[config.mk]
export PLATFORM = sky130hd
export DESIGN_NAME = dma_req_sampler
export DESIGN_NICKNAME = d
export VERILOG_FILES = /design/src/rtl/dma_smp_pkg.sv /design/src/rtl/dma_smp_detect.sv /design/src/rtl/dma_smp_sched.sv /design/src/rtl/dma_smp_engine.sv /design/src/rtl/dma_req_sampler.sv
export SDC_FILE = /design/constraint.sdc
export NUM_CORES = 1
export LEC_CHECK = 0
export ABC_AREA = 1
export ABC_CLOCK_PERIOD_IN_PS = 1400
export BUFFER_PORTS_ARGS = -buffer_cell sky130_fd_sc_hd__buf_2
export CAP_MARGIN = 10
export CELL_PAD_IN_SITES_DETAIL_PLACEMENT = 1
export CELL_PAD_IN_SITES_GLOBAL_PLACEMENT = 2
export CORE_MARGIN = 4
export CORE_UTILIZATION = 29
export CTS_CLUSTER_DIAMETER = 30
export DETAILED_ROUTE_END_ITERATION = 7
export GPL_TIMING_DRIVEN = 0
export PLACE_DENSITY_LB_ADDON = 0.1
export SLEW_MARGIN = 10
export SYNTH_ARGS = -nofsm -noshare
export SYNTH_HDL_FRONTEND = slang
export SYNTH_SLANG_ARGS = --single-unit
[constraint.sdc]
create_clock -name clk_i -period 1.4 [get_ports clk_i]
set_clock_uncertainty 0.05 [all_clocks]
set_input_delay 0.28 -clock clk_i [delete_from_list [all_inputs] [get_ports clk_i]]
set_output_delay 0.28 -clock clk_i [all_outputs]
set_load 0.05 [all_outputs]
[src/rtl/dma_smp_pkg.sv]
package dma_smp_pkg;
  typedef enum logic [2:0] {
    SM_OFF,
    SM_POLL,
    SM_GAP,
    SM_HOLD,
    SM_RUN
  } smp_state_e;

  // cycles from a detecting sample to the start pulse
  localparam int unsigned LEAD_CYC = 3;
  localparam logic [1:0]  LEAD_LD  = 2'(LEAD_CYC - 1);
endpackage

[src/rtl/dma_smp_detect.sv]
module dma_smp_detect (
  input  logic clk_i,
  input  logic rst_ni,
  input  logic dreq_i,
  input  logic edge_mode_i,
  input  logic need_edge_i,
  output logic hit_o
);
  logic dreq_q;

  always_ff @(posedge clk_i or negedge rst_ni) begin
    if (!rst_ni) dreq_q <= 1'b0;
    else         dreq_q <= dreq_i;
  end

  assign hit_o = (edge_mode_i || need_edge_i) ? (dreq_i && !dreq_q) : dreq_i;
endmodule

[src/rtl/dma_smp_sched.sv]
module dma_smp_sched
  import dma_smp_pkg::*;
(
  input  logic clk_i,
  input  logic rst_ni,
  input  logic hit_i,
  input  logic burst_i,
  input  logic edge_i,
  input  logic load_i,
  input  logic arm_i,
  input  logic cnt_nz_i,
  input  logic nmi_i,
  input  logic flag_clr_i,
  input  logic eng_busy_i,
  input  logic bus_ok_i,
  input  logic last_i,
  output logic take_o,
  output logic run_o,
  output logic need_edge_o,
  output logic flag_o
);
  smp_state_e state_q, state_d;
  logic flag_q, flag_d, need_q, need_d;

  always_comb begin
    state_d = state_q;
    flag_d  = flag_q;
    need_d  = need_q;
    take_o  = 1'b0;
    if (nmi_i) begin
      state_d = SM_OFF;
      flag_d  = 1'b1;
    end else if (load_i) begin
      state_d = (arm_i && !flag_q) ? SM_POLL : SM_OFF;
      need_d  = 1'b0;
    end else if (last_i) begin
      state_d = SM_OFF;
    end else if (flag_clr_i && flag_q) begin
      flag_d  = 1'b0;
      need_d  = 1'b1;
      state_d = cnt_nz_i ? SM_POLL : SM_OFF;
    end else begin
      unique case (state_q)
        SM_POLL: if (hit_i) begin
          take_o = 1'b1;
          need_d = 1'b0;
          if (burst_i && edge_i) state_d = SM_RUN;
          else if (eng_busy_i)   state_d = SM_HOLD;
          else                   state_d = SM_GAP;
        end
        SM_GAP:  state_d = SM_POLL;
        SM_HOLD: if (bus_ok_i) state_d = SM_POLL;
        default: state_d = state_q;
      endcase
    end
  end

  always_ff @(posedge clk_i or negedge rst_ni) begin
    if (!rst_ni) begin
      state_q <= SM_OFF;
      flag_q  <= 1'b0;
      need_q  <= 1'b0;
    end else begin
      state_q <= state_d;
      flag_q  <= flag_d;
      need_q  <= need_d;
    end
  end

  assign run_o       = (state_q == SM_RUN);
  assign need_edge_o = need_q;
  assign flag_o      = flag_q;


  gap_one_cycle_chk: assert property (@(posedge clk_i) disable iff (!rst_ni)
    (state_q == SM_GAP) |=> (state_q != SM_GAP));

  no_take_suspended_chk: assert property (@(posedge clk_i) disable iff (!rst_ni)
    flag_q |-> !take_o);
endmodule

[src/rtl/dma_smp_engine.sv]
module dma_smp_engine
  import dma_smp_pkg::*;
#(
  parameter int unsigned CNT_W = 8
) (
  input  logic             clk_i,
  input  logic             rst_ni,
  input  logic             take_i,
  input  logic             run_i,
  input  logic             load_i,
  input  logic [CNT_W-1:0] count_i,
  input  logic             nmi_i,
  input  logic             bus_done_i,
  output logic             start_o,
  output logic             bus_act_o,
  output logic             cnt_nz_o,
  output logic             eng_busy_o,
  output logic             bus_ok_o,
  output logic             last_o,
  output logic             done_o
);
  logic [CNT_W-1:0] cnt_q;
  logic [1:0]       dly_q;
  logic             pend_q, start_q, bus_q, done_q, fire;

  assign bus_ok_o = bus_done_i && bus_q;
  assign last_o   = bus_ok_o && (cnt_q == CNT_W'(1));
  assign fire     = pend_q && (dly_q <= 2'd1) && !start_q && !bus_q && !nmi_i;

  always_ff @(posedge clk_i or negedge rst_ni) begin
    if (!rst_ni) begin
      cnt_q   <= '0;
      dly_q   <= '0;
      pend_q  <= 1'b0;
      start_q <= 1'b0;
      bus_q   <= 1'b0;
      done_q  <= 1'b0;
    end else begin
      if (load_i)                      cnt_q <= count_i;
      else if (bus_ok_o && cnt_q != 0) cnt_q <= cnt_q - 1'b1;

      // a new hit wins over the slot being consumed by fire
      if (nmi_i || load_i || last_o) pend_q <= 1'b0;
      else if (take_i)                pend_q <= 1'b1;
      else if (run_i && bus_ok_o)     pend_q <= 1'b1;
      else if (fire)                  pend_q <= 1'b0;

      if (nmi_i || load_i)  dly_q <= '0;
      else if (take_i)      dly_q <= LEAD_LD;
      else if (dly_q != 0)  dly_q <= dly_q - 1'b1;

      start_q <= fire;
      if (start_q)         bus_q <= 1'b1;
      else if (bus_done_i) bus_q <= 1'b0;
      done_q <= last_o;
    end
  end

  assign start_o    = start_q;
  assign bus_act_o  = bus_q;
  assign cnt_nz_o   = (cnt_q != 0);
  assign eng_busy_o = pend_q || start_q || bus_q;
  assign done_o     = done_q;


  start_single_chk: assert property (@(posedge clk_i) disable iff (!rst_ni)
    start_q |=> !start_q);

  start_opens_bus_chk: assert property (@(posedge clk_i) disable iff (!rst_ni)
    start_q |=> bus_q);

  done_at_zero_chk: assert property (@(posedge clk_i) disable iff (!rst_ni)
    done_q |-> (cnt_q == '0));

  nmi_blocks_start_chk: assert property (@(posedge clk_i) disable iff (!rst_ni)
    nmi_i |=> !start_q);
endmodule

[src/rtl/dma_req_sampler.sv]
module dma_req_sampler #(
  parameter int unsigned CNT_W = 8
) (
  input  logic             clk_i,
  input  logic             rst_ni,
  input  logic             dreq_i,
  input  logic             burst_mode_i,
  input  logic             edge_mode_i,
  input  logic             count_load_i,
  input  logic [CNT_W-1:0] count_i,
  input  logic             bus_done_i,
  input  logic             cs_i,
  input  logic             nmi_i,
  input  logic             flag_clr_i,
  output logic             xfer_start_o,
  output logic             ack_o,
  output logic             busy_o,
  output logic             done_o
);
  logic hit, need_edge, take, run, flag;
  logic cnt_nz, eng_busy, bus_ok, last, bus_act, arm;

  assign arm = count_load_i && (count_i != '0);

  dma_smp_detect u_detect (
    .clk_i       (clk_i),
    .rst_ni      (rst_ni),
    .dreq_i      (dreq_i),
    .edge_mode_i (edge_mode_i),
    .need_edge_i (need_edge),
    .hit_o       (hit)
  );

  dma_smp_sched u_sched (
    .clk_i       (clk_i),
    .rst_ni      (rst_ni),
    .hit_i       (hit),
    .burst_i     (burst_mode_i),
    .edge_i      (edge_mode_i),
    .load_i      (count_load_i),
    .arm_i       (arm),
    .cnt_nz_i    (cnt_nz),
    .nmi_i       (nmi_i),
    .flag_clr_i  (flag_clr_i),
    .eng_busy_i  (eng_busy),
    .bus_ok_i    (bus_ok),
    .last_i      (last),
    .take_o      (take),
    .run_o       (run),
    .need_edge_o (need_edge),
    .flag_o      (flag)
  );

  dma_smp_engine #(.CNT_W(CNT_W)) u_engine (
    .clk_i      (clk_i),
    .rst_ni     (rst_ni),
    .take_i     (take),
    .run_i      (run),
    .load_i     (count_load_i),
    .count_i    (count_i),
    .nmi_i      (nmi_i),
    .bus_done_i (bus_done_i),
    .start_o    (xfer_start_o),
    .bus_act_o  (bus_act),
    .cnt_nz_o   (cnt_nz),
    .eng_busy_o (eng_busy),
    .bus_ok_o   (bus_ok),
    .last_o     (last),
    .done_o     (done_o)
  );

  assign ack_o  = cs_i && bus_act;
  assign busy_o = cnt_nz && !flag;


  done_drops_busy_chk: assert property (@(posedge clk_i) disable iff (!rst_ni)
    (done_o && !count_load_i) |-> !busy_o);
endmodule

* After elaboration in Yosys (flattened, before gate mapping)
Index checks and enable logic that the tools add are counted.
Word-level totals: register bits 20, input bits 18, output and inout port bits 4, logic and storage cells 101
Cells by class: add/sub/neg operators 2, $lt $le $gt $ge 1, eq/ne operators 10, mux-type cells 38, bitwise gates (word level) 1, reductions and logical operators 39
Operators with widths (number):
- 1-bit 2-to-1 mux | 25
- 3-bit 2-to-1 mux | 7
- 8-bit 2-to-1 mux | 2
- 8-bit nonzero test | 2
- 1-bit logical AND | 15
- 3-bit case mux with 3 select lines | 1
- 3-bit nonzero test | 3
- 8-bit by 1-bit equality test with 1-bit output (second input constant) | 1
- 2-bit nonzero test | 4
- 8-bit by 1-bit subtractor with 8-bit output (second input constant) | 1
- 7-bit nonzero test | 1
- 3-bit by 2-bit equality test with 1-bit output (second input constant) | 2
- 2-bit 2-to-1 mux | 3
- 6-bit by 3-bit != test with 1-bit output (second input constant) | 1
- 6-bit by 4-bit != test with 1-bit output (second input constant) | 1
- 3-bit AND reduction | 2
- 1-bit zero test | 5
- 1-bit logical OR | 5
- 2-bit != test (second input constant) | 2
- 4-bit AND reduction | 1
- 4-bit nonzero test | 1
- 3-bit by 1-bit equality test with 1-bit output (second input constant) | 1
- 3-bit equality test (second input constant) | 1
- 2-bit by 1-bit <= comparator with 1-bit output (second input constant) | 1
- other kinds (3) | 3

* Logic depth before layout (Yosys ltp)
word-level depth 11, gate-level depth with buffers 10, mapped depth without buffers 10

* Modules after synthesis
From an unflattened synthesis, not the netlist that was laid out.
Second synthesis, totals: cells, all modules 210, area total of the unflattened synthesis 1426.4 um2
Modules (own cells, without submodules):
- dma_smp_engine | instances 1, cells an instance 125, area an instance 935.9 um2, sequential area each 350.3 um2
- dma_smp_sched | instances 1, cells an instance 63, area an instance 382.9 um2, sequential area each 125.1 um2
- dma_smp_detect | instances 1, cells an instance 9, area an instance 58.8 um2, sequential area each 25.0 um2
- dma_req_sampler | instances 1, cells an instance 13, area an instance 48.8 um2, sequential area each 0.0 um2

* Worst setup path after synthesis
Ideal clock, no wire load.
path type register -> output, start point register u_engine.cnt_q[0], end point output busy_o, arrival time 1537 ps, data required time 1070 ps, setup slack -467 ps, cell stages (with the launch flop) 6, buffers on the path 0, path through dfrtp_1 > inv_1 > ha_1 > inv_1 > nor2_4 > a21oi_1
On the way: word-level cells in the longest chain between the ends 2
Ends and longest elaborated chain:
- start, declared | RTL line dma_smp_engine.sv:22 | logic [CNT_W-1:0] cnt_q;
- start signal, assigned | RTL line dma_smp_engine.sv:39 | if (load_i) cnt_q <= count_i;
- start signal, assigned | RTL line dma_smp_engine.sv:40 | else if (bus_ok_o && cnt_q != 0) cnt_q <= cnt_q - 1'b1;
- 8-bit nonzero test | RTL line dma_smp_engine.sv:61 | assign cnt_nz_o = (cnt_q != 0);
- 1-bit logical AND | RTL line dma_req_sampler.sv:73 | assign busy_o = cnt_nz && !flag;
- end, declared | RTL line dma_req_sampler.sv:17 | output logic busy_o,
Every way passes these cells.

* Final worst setup path
Same ends and word-level chain as after synthesis.

==> flow_summary_export.csv <==
group,metric,value,unit
status,status,"complete, but fails checks",
status,failed_checks,"setup timing",
detailed_routing,wl_met3,107,µm
timing,relSlewSlack,0.663,
floorplanning,fp.dieW,77.8,µm
worst_setup_path,path_cells,"inv_2, ha_4, inv_2, nor2_4, a21oi_4, buf_8",
floorplanning,design.core.area,4720,µm²
detailed_routing,wirelength,4.10,mm
worst_setup_path,r2r_cells,11,
clocking,numCtsBuffers,3,
detailed_routing,drt-wirelength-per-cell,14.4,µm
clocking,clockRootBuffer,"clkbuf_8",
pwr,power.density,913,nW/µm²
worst_setup_path,cp_num_buf_inv,3,
worst_setup_path,cp_top_family,"flip-flops",
detailed_routing,drcViolationCount,0,
placement,dpl_worst_slack,-0.144,ns
worst_setup_path,cp.arrival,1.24,ns
synthesis,synth_fp_nets,201,
worst_setup_path,crit_fanout,2,
detailed_routing,met1_length,2.09,mm
detailed_routing,drt_pre_antenna_iters,4,
grt,grt_pass1_wl,6.71,mm
detailed_routing,via_count,1303,
synthesis,synth-edff-count,0,
timing,setup_ws,-0.168,ns
worst_setup_path,slowest_delay,0.37,ns
timing,fin_crit,1.57,ns
job,drv_cap,0,
detailed_routing,met2_length,1.89,mm
placement,hpwl,2.99,mm
cells_and_area,mostFrequentLayoutCell,"nand2_1",
worst_setup_path,regToRegEndpoint,"u_sched.state_q[0]$_DFFE_PN0P_",
placement,numPortBuffers,21,
timing,finalSetupViolCount,17,
timing,worstMarginPinSlew,0.505,ns
cells_and_area,diodes,0,
placement,placedCellCount,266,
synthesis,synth_area_leader_cell,"dfrtp_1",
detailed_routing,routed_via_density,4.59,
clocking,cts_max_level,1,
synthesis,yosysWarnings,0,
timing,grt_setup_unrepaired,"yes",
detailed_routing,drtAntennaViolNets,0,
timing,drv_slew,0,
worst_setup_path,required,1.07,ns
clocking,clk_pin_slew,0.09,ns
timing,hold_viol_final,0,
cells_and_area,synthToLayoutAreaGrowth,37.6,%
synthesis,synthDominantCellAreaShare,0.355,
clocking,worstSkewPairLatency,0.27,ns
synthesis,avgSynthCellArea,7.93,µm²
grt,gr-usage-all-layers,0.138,
synthesis,synth_area_leaders,"dfrtp_1 (35%), nand2_1 (11%), o211ai_2 (7.1%)",
floorplanning,die_area,6050,µm²
cells_and_area,mostFrequentLayoutCells,"nand2_1 (34), buf_2 (21), dfrtp_1 (20)",
floorplanning,num_io_pins,22,
clocking,tritoncts,"done",
clocking,cts_buffer_depth,2,
floorplanning,num_rows,25,
clocking,clock_sinks,20,
detailed_routing,drtIter0Drc,54,
placement,gp_congestion,0.800,
synthesis,async_flop_share,1.00,
detailed_routing,dr.max_layer_used,"met4",
synthesis,synth_area,1410,µm²
timing,whs,0.0834,ns
grt,grt_max_degree,21,
cells_and_area,fillCellCount,571,
hold_path,hp-start,"dreq_i",
synthesis,syn_inst,178,
floorplanning,die_h,77.8,µm
grt,antenna_found_initial,0,
hold_path,hold_class,"primary input to register",
synthesis,ys_ff_latch,20,
worst_setup_path,rrSetupSlack,-0.09,ns
cells_and_area,utilization,0.411,
grt,overflow,0,
worst_setup_path,rr_startpoint,"u_engine.cnt_q[1]$_DFFE_PN0P_",
timing,max_freq,0.638,GHz
worst_setup_path,setup.worst_path.class,"register to output port",
cells_and_area,instances_no_fill,284,
worst_setup_path,slowest_stage,"dfrtp_1",
floorplanning,start_util,0.299,
cells_and_area,nNetsFinal,241,
hold_path,holdPathStages,1,
synthesis,ys_seq_area_frac,0.355,
worst_setup_path,cpMostUsedCell,"inv_2",
worst_setup_path,cp-start-kind,"register",
pwr,peakVddDrop,0.373,mV
worst_setup_path,end_kind,"output port",
timing,fin_tns_setup,-0.974,ns
pwr,p_leak,0.917,nW
grt,grt_pass1_vias,1409,
synthesis,ys_dominant_reg_cell,"dfrtp_1",
cells_and_area,layout-drive-gt1-share,0.456,
synthesis,ys_types,25,
timing,period_share,1.12,
hold_path,hold_end,"u_detect.dreq_q$_DFF_PN0_",
==> stage by stage <==
step           area, µm²  power [mW]
2_1_floorplan       1420       0.943
3_3_place_gp        1610        1.05
3_5_place_dp        1610        1.06
4_1_cts             1830        1.75
5_1_grt             1940        1.88
6_report            1940        1.77
==> registers in the layout, summed over array words and instances, names as in the netlist <==
register,count
u_detect.dreq_q,1
u_engine.bus_act_o,1
u_engine.cnt_q,8
u_engine.dly_q,2
u_engine.done_o,1
u_engine.pend_q,1
u_engine.start_o,1
u_sched.flag_o,1
u_sched.need_edge_o,1
u_sched.state_q,3
==> what timing repair did <==
| action | in CTS | in global routing |
|---|---|---|
| resized for setup | 18 | 17 |
| gates cloned | 0 | 1 |
| setup buffers | 9 | 3 |
| hold endpoints to repair | 20 | 0 |
| pin swaps | 8 | 11 |
| endpoints found under the setup margin | 17 | 17 |
| hold buffers | 1 | 0 |
==> report_power, final <==
group	leakage (nW)	total (mW)	internal (mW)	switching [mW]
Sequential	0.254	0.664	0.622	0.0415
Clock	0.0357	0.607	0.382	0.225
Combinational	0.627	0.502	0.201	0.301
==> worst max path at each step <==
stage                     depth (start not counted)  slack (ns)                     startpoint  endpoint
after global placement                            6       -0.14  u_engine.cnt_q[1]$_DFFE_PN0P_    busy_o
after detailed placement                          6       -0.14  u_engine.cnt_q[1]$_DFFE_PN0P_    busy_o
final                                             6       -0.17  u_engine.cnt_q[0]$_DFFE_PN0P_    busy_o
after global routing                              6       -0.22  u_engine.cnt_q[1]$_DFFE_PN0P_    busy_o
after CTS                                         6       -0.19  u_engine.cnt_q[0]$_DFFE_PN0P_    busy_o
after floorplan                                   5        0.01  u_engine.cnt_q[0]$_DFFE_PN0P_    busy_o
==> synthesized netlist by cell type (all sizes together) (2+ instances only) <==
master  instances
o211ai          8
nand4           7
xor2            2
nor2           21
inv            26
dfrtp          20
ha              5
nand3          21
o21ai           9
nor3            3
nand2          51
==> cells by family after synthesis <==
kind of cell	share of synthesized area
and+or+nand+nor	0.400
buffers and inverters	0.0727
AOI/OAI and AO/OA	0.116
DFF	0.355
xor gates and xnor gates	0.0124
adders and majority gates	0.0443
==> final cells by class <==
type / count / area [µm²] / share of cell area
clock inverter: 1 / 30.0 / 0.0155
tap: 67 / 83.8 / 0.0432
buffer: 1 / 5.00 / 0.00258
clock buffer: 3 / 41.3 / 0.0213
timing repair buffer: 34 / 223 / 0.115
sequential: 20 / 500 / 0.258
multi-input combinational: 132 / 961 / 0.495
inverter: 26 / 97.6 / 0.0503
==> per-layer routing <==
layer	vias to the layer above	global-route usage
met4	0	0.0285
met2	15	0.215
met1	626	0.201
met3	2	0.0220
met5	-	0
li1	660	-
Note: power is estimated with default switching activity, not from simulation.
